`config.mk`:
```
export PLATFORM = sky130hd
export DESIGN_NAME = clarke_park_unit
export DESIGN_NICKNAME = d
export VERILOG_FILES = /design/src/rtl/ct_pkg.sv /design/src/rtl/ct_rom.sv /design/src/rtl/ct_alu.sv /design/src/rtl/ct_regfile.sv /design/src/rtl/ct_seq.sv /design/src/rtl/clarke_park_unit.sv
export SDC_FILE = /design/constraint.sdc
export NUM_CORES = 2
export LEC_CHECK = 0
export BUFFER_PORTS_ARGS = -buffer_cell sky130_fd_sc_hd__clkbuf_2
export CAP_MARGIN = 25
export CORE_AREA = 4 4 406 328
export CTS_BUF_LIST = sky130_fd_sc_hd__clkbuf_2 sky130_fd_sc_hd__clkbuf_4 sky130_fd_sc_hd__clkbuf_8
export CTS_CLUSTER_DIAMETER = 150
export DETAILED_ROUTE_END_ITERATION = 7
export DIE_AREA = 0 0 410 332
export SLEW_MARGIN = 20
export SYNTH_ARGS = -nofsm -noshare
export SYNTH_HDL_FRONTEND = slang
export SYNTH_SLANG_ARGS = --single-unit
```
`constraint.sdc`:
```
create_clock -name clk -period 10.85 [get_ports clk]
set_clock_uncertainty 0.1 [all_clocks]
set_input_delay 2.7125 -clock clk [delete_from_list [all_inputs] [get_ports clk]]
set_output_delay 2.7125 -clock clk [all_outputs]
set_load 0.03 [all_outputs]
```
`src/rtl/ct_pkg.sv`:
```
package ct_pkg;
  localparam int UIW = 12;

  typedef enum logic [2:0] {
    OP_END  = 3'd0,
    OP_MUL  = 3'd1,
    OP_MULK = 3'd2,
    OP_ADD  = 3'd3,
    OP_SUB  = 3'd4,
    OP_NEG  = 3'd5,
    OP_OUT  = 3'd6,
    OP_NOP  = 3'd7
  } op_e;

  typedef struct packed {
    op_e        op;
    logic [2:0] dst;
    logic [2:0] sa;
    logic [2:0] sb;
  } uinst_t;

  typedef enum logic [1:0] {SQ_IDLE, SQ_FETCH, SQ_EXEC} seq_state_e;

  localparam int K_THIRD = 0;
  localparam int K_ISQ3  = 1;
  localparam int K_HALF  = 2;
  localparam int K_SQ3H  = 3;

  // Q1.15 coefficients
  function automatic logic [15:0] kconst16(input logic [2:0] idx);
    case (idx)
      3'd0:    return 16'd10923;
      3'd1:    return 16'd18919;
      3'd2:    return 16'd16384;
      3'd3:    return 16'd28378;
      default: return 16'd0;
    endcase
  endfunction

  function automatic uinst_t mk(input op_e op, input int d, input int a, input int b);
    uinst_t w;
    w.op  = op;
    w.dst = 3'(d);
    w.sa  = 3'(a);
    w.sb  = 3'(b);
    return w;
  endfunction
endpackage

```
`src/rtl/ct_rom.sv`:
```
module ct_rom
  import ct_pkg::*;
#(
  parameter int DEPTH = 45,
  localparam int AW = $clog2(DEPTH)
) (
  input  logic [AW-1:0] addr,
  input  logic [2:0]    sel,
  output uinst_t        word,
  output logic [AW-1:0] entry
);
  always_comb begin
    case (sel)
      3'd0:    entry = AW'(0);
      3'd1:    entry = AW'(9);
      3'd2:    entry = AW'(18);
      3'd3:    entry = AW'(27);
      default: entry = AW'(36);
    endcase
  end

  always_comb begin
    case (int'(addr))
      // forward Clarke
      0:  word = mk(OP_SUB,  4, 0, 1);
      1:  word = mk(OP_SUB,  5, 0, 2);
      2:  word = mk(OP_ADD,  4, 4, 5);
      3:  word = mk(OP_MULK, 4, 4, K_THIRD);
      4:  word = mk(OP_SUB,  5, 1, 2);
      5:  word = mk(OP_MULK, 5, 5, K_ISQ3);
      6:  word = mk(OP_OUT,  0, 4, 0);
      7:  word = mk(OP_OUT,  1, 5, 0);
      8:  word = mk(OP_END,  0, 0, 0);
      // reverse Clarke
      9:  word = mk(OP_OUT,  0, 0, 0);
      10: word = mk(OP_MULK, 4, 0, K_HALF);
      11: word = mk(OP_MULK, 5, 1, K_SQ3H);
      12: word = mk(OP_SUB,  6, 5, 4);
      13: word = mk(OP_OUT,  1, 6, 0);
      14: word = mk(OP_NEG,  7, 4, 0);
      15: word = mk(OP_SUB,  6, 7, 5);
      16: word = mk(OP_OUT,  2, 6, 0);
      17: word = mk(OP_END,  0, 0, 0);
      // forward Park
      18: word = mk(OP_MUL,  4, 0, 3);
      19: word = mk(OP_MUL,  5, 1, 2);
      20: word = mk(OP_ADD,  6, 4, 5);
      21: word = mk(OP_OUT,  0, 6, 0);
      22: word = mk(OP_MUL,  4, 1, 3);
      23: word = mk(OP_MUL,  5, 0, 2);
      24: word = mk(OP_SUB,  6, 4, 5);
      25: word = mk(OP_OUT,  1, 6, 0);
      26: word = mk(OP_END,  0, 0, 0);
      // reverse Park
      27: word = mk(OP_MUL,  4, 0, 3);
      28: word = mk(OP_MUL,  5, 1, 2);
      29: word = mk(OP_SUB,  6, 4, 5);
      30: word = mk(OP_OUT,  0, 6, 0);
      31: word = mk(OP_MUL,  4, 0, 2);
      32: word = mk(OP_MUL,  5, 1, 3);
      33: word = mk(OP_ADD,  6, 4, 5);
      34: word = mk(OP_OUT,  1, 6, 0);
      35: word = mk(OP_END,  0, 0, 0);
      default: word = mk(OP_END, 0, 0, 0);
    endcase
  end
endmodule

```
`src/rtl/ct_alu.sv`:
```
module ct_alu
  import ct_pkg::*;
#(
  parameter int DATA_W = 16,
  localparam int WW = 2 * DATA_W
) (
  input  op_e               op,
  input  logic [DATA_W-1:0] a,
  input  logic [DATA_W-1:0] b,
  input  logic [2:0]        kidx,
  output logic [DATA_W-1:0] y
);
  localparam logic signed [WW-1:0] MAXV = {{(DATA_W+1){1'b0}}, {(DATA_W-1){1'b1}}};
  localparam logic signed [WW-1:0] MINV = ~MAXV;

  function automatic logic signed [WW-1:0] sx(input logic [DATA_W-1:0] v);
    return {{DATA_W{v[DATA_W-1]}}, v};
  endfunction

  function automatic logic [DATA_W-1:0] clamp(input logic signed [WW-1:0] v);
    if (v > MAXV) return MAXV[DATA_W-1:0];
    if (v < MINV) return MINV[DATA_W-1:0];
    return v[DATA_W-1:0];
  endfunction

  function automatic logic [DATA_W-1:0] qmul(input logic [DATA_W-1:0] x, input logic [DATA_W-1:0] z);
    logic signed [WW-1:0] p;
    p = sx(x) * sx(z);
    return clamp(p >>> (DATA_W - 1));
  endfunction

  logic [DATA_W-1:0] kword;
  assign kword = DATA_W'(kconst16(kidx)) << (DATA_W - 16);

  always_comb begin
    case (op)
      OP_MUL:  y = qmul(a, b);
      OP_MULK: y = qmul(a, kword);
      OP_ADD:  y = clamp(sx(a) + sx(b));
      OP_SUB:  y = clamp(sx(a) - sx(b));
      OP_NEG:  y = clamp(-sx(a));
      default: y = a;
    endcase
  end
endmodule

```
`src/rtl/ct_regfile.sv`:
```
module ct_regfile #(
  parameter int DATA_W = 16,
  parameter int NREG   = 8,
  parameter int NIN    = 4,
  localparam int RA_W  = $clog2(NREG)
) (
  input  logic                       clk,
  input  logic                       rst_n,
  input  logic                       load,
  input  logic [NIN-1:0][DATA_W-1:0] load_val,
  input  logic                       we,
  input  logic [RA_W-1:0]            waddr,
  input  logic [DATA_W-1:0]          wdata,
  input  logic [RA_W-1:0]            ra,
  input  logic [RA_W-1:0]            rb,
  output logic [DATA_W-1:0]          qa,
  output logic [DATA_W-1:0]          qb
);
  logic [DATA_W-1:0] regs [NREG];

  for (genvar g = 0; g < NREG; g++) begin : g_reg
    logic [DATA_W-1:0] init_v;
    if (g < NIN) begin : g_in
      assign init_v = load_val[g];
    end else begin : g_tmp
      assign init_v = '0;
    end
    always_ff @(posedge clk or negedge rst_n) begin
      if (!rst_n)                         regs[g] <= '0;
      else if (load)                      regs[g] <= init_v;
      else if (we && waddr == RA_W'(g))   regs[g] <= wdata;
    end
  end

  assign qa = regs[ra];
  assign qb = regs[rb];
endmodule

```
`src/rtl/ct_seq.sv`:
```
module ct_seq
  import ct_pkg::*;
#(
  parameter int DEPTH = 45,
  localparam int AW = $clog2(DEPTH)
) (
  input  logic          clk,
  input  logic          rst_n,
  input  logic          start,
  input  logic [AW-1:0] entry,
  input  uinst_t        rom_word,
  output logic [AW-1:0] pc,
  output uinst_t        ir,
  output logic          ready,
  output logic          accept,
  output logic          fetch_fire,
  output logic          exec_fire,
  output logic          end_fire
);
  seq_state_e state;

  assign accept     = (state == SQ_IDLE) && start;
  assign fetch_fire = (state == SQ_FETCH);
  assign exec_fire  = (state == SQ_EXEC);
  assign end_fire   = exec_fire && (ir.op == OP_END);

  always_ff @(posedge clk or negedge rst_n) begin
    if (!rst_n) begin
      state <= SQ_IDLE;
      pc    <= '0;
      ir    <= mk(OP_END, 0, 0, 0);
      ready <= 1'b1;
    end else begin
      case (state)
        SQ_IDLE: if (start) begin
          pc    <= entry;
          state <= SQ_FETCH;
          ready <= 1'b0;
        end
        SQ_FETCH: begin
          ir    <= rom_word;
          state <= SQ_EXEC;
        end
        SQ_EXEC: begin
          if (ir.op == OP_END) begin
            state <= SQ_IDLE;
            ready <= 1'b1;
          end else begin
            pc    <= pc + AW'(1);
            state <= SQ_FETCH;
          end
        end
        default: state <= SQ_IDLE;
      endcase
    end
  end
endmodule

```
`src/rtl/clarke_park_unit.sv`:
```
module clarke_park_unit
  import ct_pkg::*;
#(
  parameter int DATA_W    = 16,
  parameter int ROM_DEPTH = 45,
  parameter int NREG      = 8,
  parameter int NPORT     = 4,
  localparam int AW       = $clog2(ROM_DEPTH),
  localparam int RA_W     = $clog2(NREG)
) (
  input  logic              clk,
  input  logic              rst_n,
  input  logic              start,
  input  logic [2:0]        alg_sel,
  input  logic [DATA_W-1:0] in_x1,
  input  logic [DATA_W-1:0] in_x2,
  input  logic [DATA_W-1:0] in_x3,
  input  logic [DATA_W-1:0] in_x4,
  output logic              ready,
  output logic [DATA_W-1:0] out_y1,
  output logic [DATA_W-1:0] out_y2,
  output logic [DATA_W-1:0] out_y3,
  output logic [DATA_W-1:0] out_y4
);
  logic [AW-1:0]     pc, entry;
  uinst_t            rom_word, ir;
  logic              accept, fetch_fire, exec_fire, end_fire;
  logic              alu_we, out_we;
  logic [DATA_W-1:0] qa, qb, alu_y;
  logic [NPORT-1:0][DATA_W-1:0] stage_in;
  logic [DATA_W-1:0] yreg [NPORT];

  assign stage_in = {in_x4, in_x3, in_x2, in_x1};

  ct_rom #(.DEPTH(ROM_DEPTH)) rom_i (
    .addr(pc), .sel(alg_sel), .word(rom_word), .entry(entry)
  );

  ct_seq #(.DEPTH(ROM_DEPTH)) seq_i (
    .clk(clk), .rst_n(rst_n), .start(start), .entry(entry),
    .rom_word(rom_word), .pc(pc), .ir(ir), .ready(ready),
    .accept(accept), .fetch_fire(fetch_fire), .exec_fire(exec_fire),
    .end_fire(end_fire)
  );

  always_comb begin
    case (ir.op)
      OP_MUL, OP_MULK, OP_ADD, OP_SUB, OP_NEG: alu_we = exec_fire;
      default:                                 alu_we = 1'b0;
    endcase
  end
  assign out_we = exec_fire && (ir.op == OP_OUT);

  ct_regfile #(.DATA_W(DATA_W), .NREG(NREG), .NIN(NPORT)) rf_i (
    .clk(clk), .rst_n(rst_n), .load(accept), .load_val(stage_in),
    .we(alu_we), .waddr(RA_W'(ir.dst)), .wdata(alu_y),
    .ra(RA_W'(ir.sa)), .rb(RA_W'(ir.sb)), .qa(qa), .qb(qb)
  );

  ct_alu #(.DATA_W(DATA_W)) alu_i (
    .op(ir.op), .a(qa), .b(qb), .kidx(ir.sb), .y(alu_y)
  );

  for (genvar g = 0; g < NPORT; g++) begin : g_out
    always_ff @(posedge clk or negedge rst_n) begin
      if (!rst_n)                              yreg[g] <= '0;
      else if (accept)                         yreg[g] <= '0;
      else if (out_we && ir.dst == 3'(g))      yreg[g] <= qa;
    end
  end

  assign out_y1 = yreg[0];
  assign out_y2 = yreg[1];
  assign out_y3 = yreg[2];
  assign out_y4 = yreg[3];
endmodule

```
==> flow_metrics.tcl <==
set metrics [dict create \
    worst-path-buf-inv 7 \
    status "completed" \
    yosysUniqueCellTypes 92 \
    crit_slowest_cell "mux4_2" \
    rsz0062_at_grt "false" \
    final_max_slew_viol_count 0 \
    drt_wl_total_mm 109 \
    path_class "flip-flop to flip-flop" \
    via_per_inst 4.99 \
    synth_area_um2 32100 \
    yosys.area.top_type_share 0.295 \
    rows 118 \
    io_buffers 134 \
    cts-root-buf "clkbuf_8" \
    clk_path_buf_depth 3 \
    die_x_um 410 \
    syn_inst 3564 \
    setup_tns_ns 0 \
    grt_pass1_wl_mm 170 \
    grt.total_usage 0.160 \
    cp-end-kind "flip-flop" \
    max_stage_delay_ns 0.89 \
    drive_gt1_frac 0.116 \
    clkTransAtPathRegs_ns 0.07 \
    min_path_type "flip-flop to flip-flop" \
    max-slew-margin-rel 0.244 \
    initial_core_util 0.249 \
    start_kind "flip-flop" \
    yosys_most_used_dff "dfrtp_1" \
    cts_tree "yes" \
    whs_path_depth 2 \
    place_congestion 0.978 \
    top_usage_layer "met1" \
    grt_max_degree 100 \
    yosysMostFrequentCell "inv_1" \
    vias 27000 \
    clk_latency_ns 0.63 \
    pin_count 135 \
    hold_viol_final 0 \
    h-tree-depth 2 \
    fmax_mhz 95.5 \
    antenna_found_initial 3 \
    grt_use_met3 0.0374 \
    postSynthAreaPerCell_um2 9.02 \
    synth_edf_count 0 \
    period_minus_slack_ns 10.47 \
    dp_hpwl_mm 87.8 \
    synthArstFlopShare 1.00 \
    tightest_slew_ns 1.13 \
    synth_area_leaders "fa_1 (29%), dfrtp_1 (17%), ha_1 (8.4%), inv_1 (6.7%), nor2_1 (4.9%)" \
    die_h_um 332 \
    area_growth_pct 11.5 \
    synth_area_leader_cell "fa_1" \
    met1_usage 0.240 \
    drt-initial-drc-count 3006 \
    hold_slack_ns 0.424 \
    first_global_vias 27400 \
    wl_per_cell_um 20.2 \
    use_met2 0.228 \
    fin_crit_sh 0.965 \
    yosysSeqAreaShare 0.166 \
    syn-num-nets 4323 \
    fp.dieArea_um2 136000 \
    postRouteAntennaNets 0 \
    ys_top_cells_by_count "inv_1 (577), fa_1 (473), nor2_1 (420)" \
    drv_cap 0 \
    final_nets 4407 \
    cp.required_ns 11.23 \
    ys_ff_latch 213 \
    setup_viol 0 \
    clock_sinks 213 \
    crit_cells 27 \
    overflow 0 \
    worstPathArrival_ns 10.85 \
    crit_fanout 20 \
    cts_buffers 39 \
    yosys_warnings 0 \
    drcViolationCount 0 \
    antenna_cells 0 \
    fp.coreArea_um2 129000 \
    timing.critical_path.mode_cell "inv_1" \
    reg2reg_depth 27 \
    dr.pass1.iters 7 \
    cp_top_family "adder cells" \
]
==> layout by cell type (no fill, tap or decap), types with 12 or more instances in the layout <==
master	n
mux2i_1	74
nor2b_1	14
o21a_1	12
mux2_2	14
a211oi_1	100
nor3_1	58
dfrtp_1	209
a21o_1	39
xnor2_1	58
fa_1	473
inv_1	577
nand3_1	64
a22oi_1	32
xor2_1	20
nand2_1	296
or2_2	19
a21oi_1	138
o21bai_1	12
buf_4	85
o21ai_1	39
mux4_2	55
o211ai_1	14
nor2_1	419
nand2b_1	29
and3_1	18
and2_1	29
nand4_1	14
o21ai_0	149
clkbuf_2	133
clkbuf_8	48
ha_1	216
==> layer usage <==
metal	wire (um)	vias to the layer above	part of all wire
met5	13	-	0.00012
li1	-	11900	-
met2	44900	1365	0.41
met4	3270	2	0.030
met1	49100	13600	0.45
met3	11900	166	0.11
==> cells by family (layout without fill, tap and decap cells) <==
logic type | count (synthesis) | count (layout) | synth area share
AOI/OAI and AO/OA | 657 | 657 | 0.136
and+or+nand+nor | 1008 | 1008 | 0.138
buffers and inverters | 773 | 885 | 0.0926
xor gates and xnor gates | 78 | 78 | 0.0213
DFF | 213 | 213 | 0.166
muxes | 146 | 146 | 0.0680
adders and majority gates | 689 | 689 | 0.379
==> worst paths after layout <==
path | from | end | slack, ns
worst max-delay path | seq_i.ir[5]$_DFFE_PN0N_ | rf_i.regs[86]$_DFFE_PN0P_ | 0.38
worst min-delay path | out_y1[1]$_DFFE_PN0P_ | out_y1[1]$_DFFE_PN0P_ | 0.42
worst max register to register | seq_i.ir[5]$_DFFE_PN0N_ | rf_i.regs[86]$_DFFE_PN0P_ | 0.38
worst min register to register | out_y1[1]$_DFFE_PN0P_ | out_y1[1]$_DFFE_PN0P_ | 0.42
max in group asynchronous | rst_n | rf_i.regs[1]$_DFFE_PN0P_ | 7.34
min in group asynchronous | rst_n | rf_i.regs[95]$_DFFE_PN0P_ | 1.95
==> sequential cells by signal, summed over array words and instances (netlist names), 2 cells and up <==
signal,count
seq_i.ir,12
seq_i.state,2
seq_i.pc,6
out_y3,16
out_y1,16
out_y4,16
rf_i.regs,128
out_y2,16
==> worst reg2reg max path: cells and delay by family (launching register included) <==
kind | cells | cell delay [ns]
DFF | 1 | 0.84
AOI/OAI and AO/OA | 5 | 1.08
adders and majority gates | 7 | 3.64
and+or+nand+nor | 7 | 2.29
buffers and inverters | 7 | 1.49
muxes | 1 | 0.89
==> per-stage QoR <==
stage | cells | utilization | setup slack, ns | area (um^2)
final | 5416 | 0.278 | 0.378 | 35800
after global routing | 5416 | 0.278 | 0.00313 | 35800
after CTS | 5414 | 0.278 | 0.565 | 35800
after detailed placement | 5345 | 0.271 | 0.605 | 34900
after global placement | 5345 | 0.271 | 0.734 | 34900
after floorplan | 3564 | - | 1.80 | 32100
==> repair_timing <==
| item | CTS | global route |
|---|---|---|
| resized for setup | 0 | 3 |
| hold buffers | 0 | 0 |
| setup buffers | 0 | 1 |
| endpoints found under the hold margin | 0 | 0 |
| endpoints found under the setup margin | 0 | 9 |
==> area by class of cell <==
class / count / area, um^2
multi-input combinational: 2578 / 23900
clock inverter: 10 / 110
timing repair buffer: 222 / 1380
sequential: 213 / 5340
clock buffer: 59 / 743
tap: 1740 / 2180
fill: 13800 / 93100
inverter: 594 / 2230
Power is not shown: default switching activity piles up to over one toggle a cycle in this logic, so the estimate is an artifact.
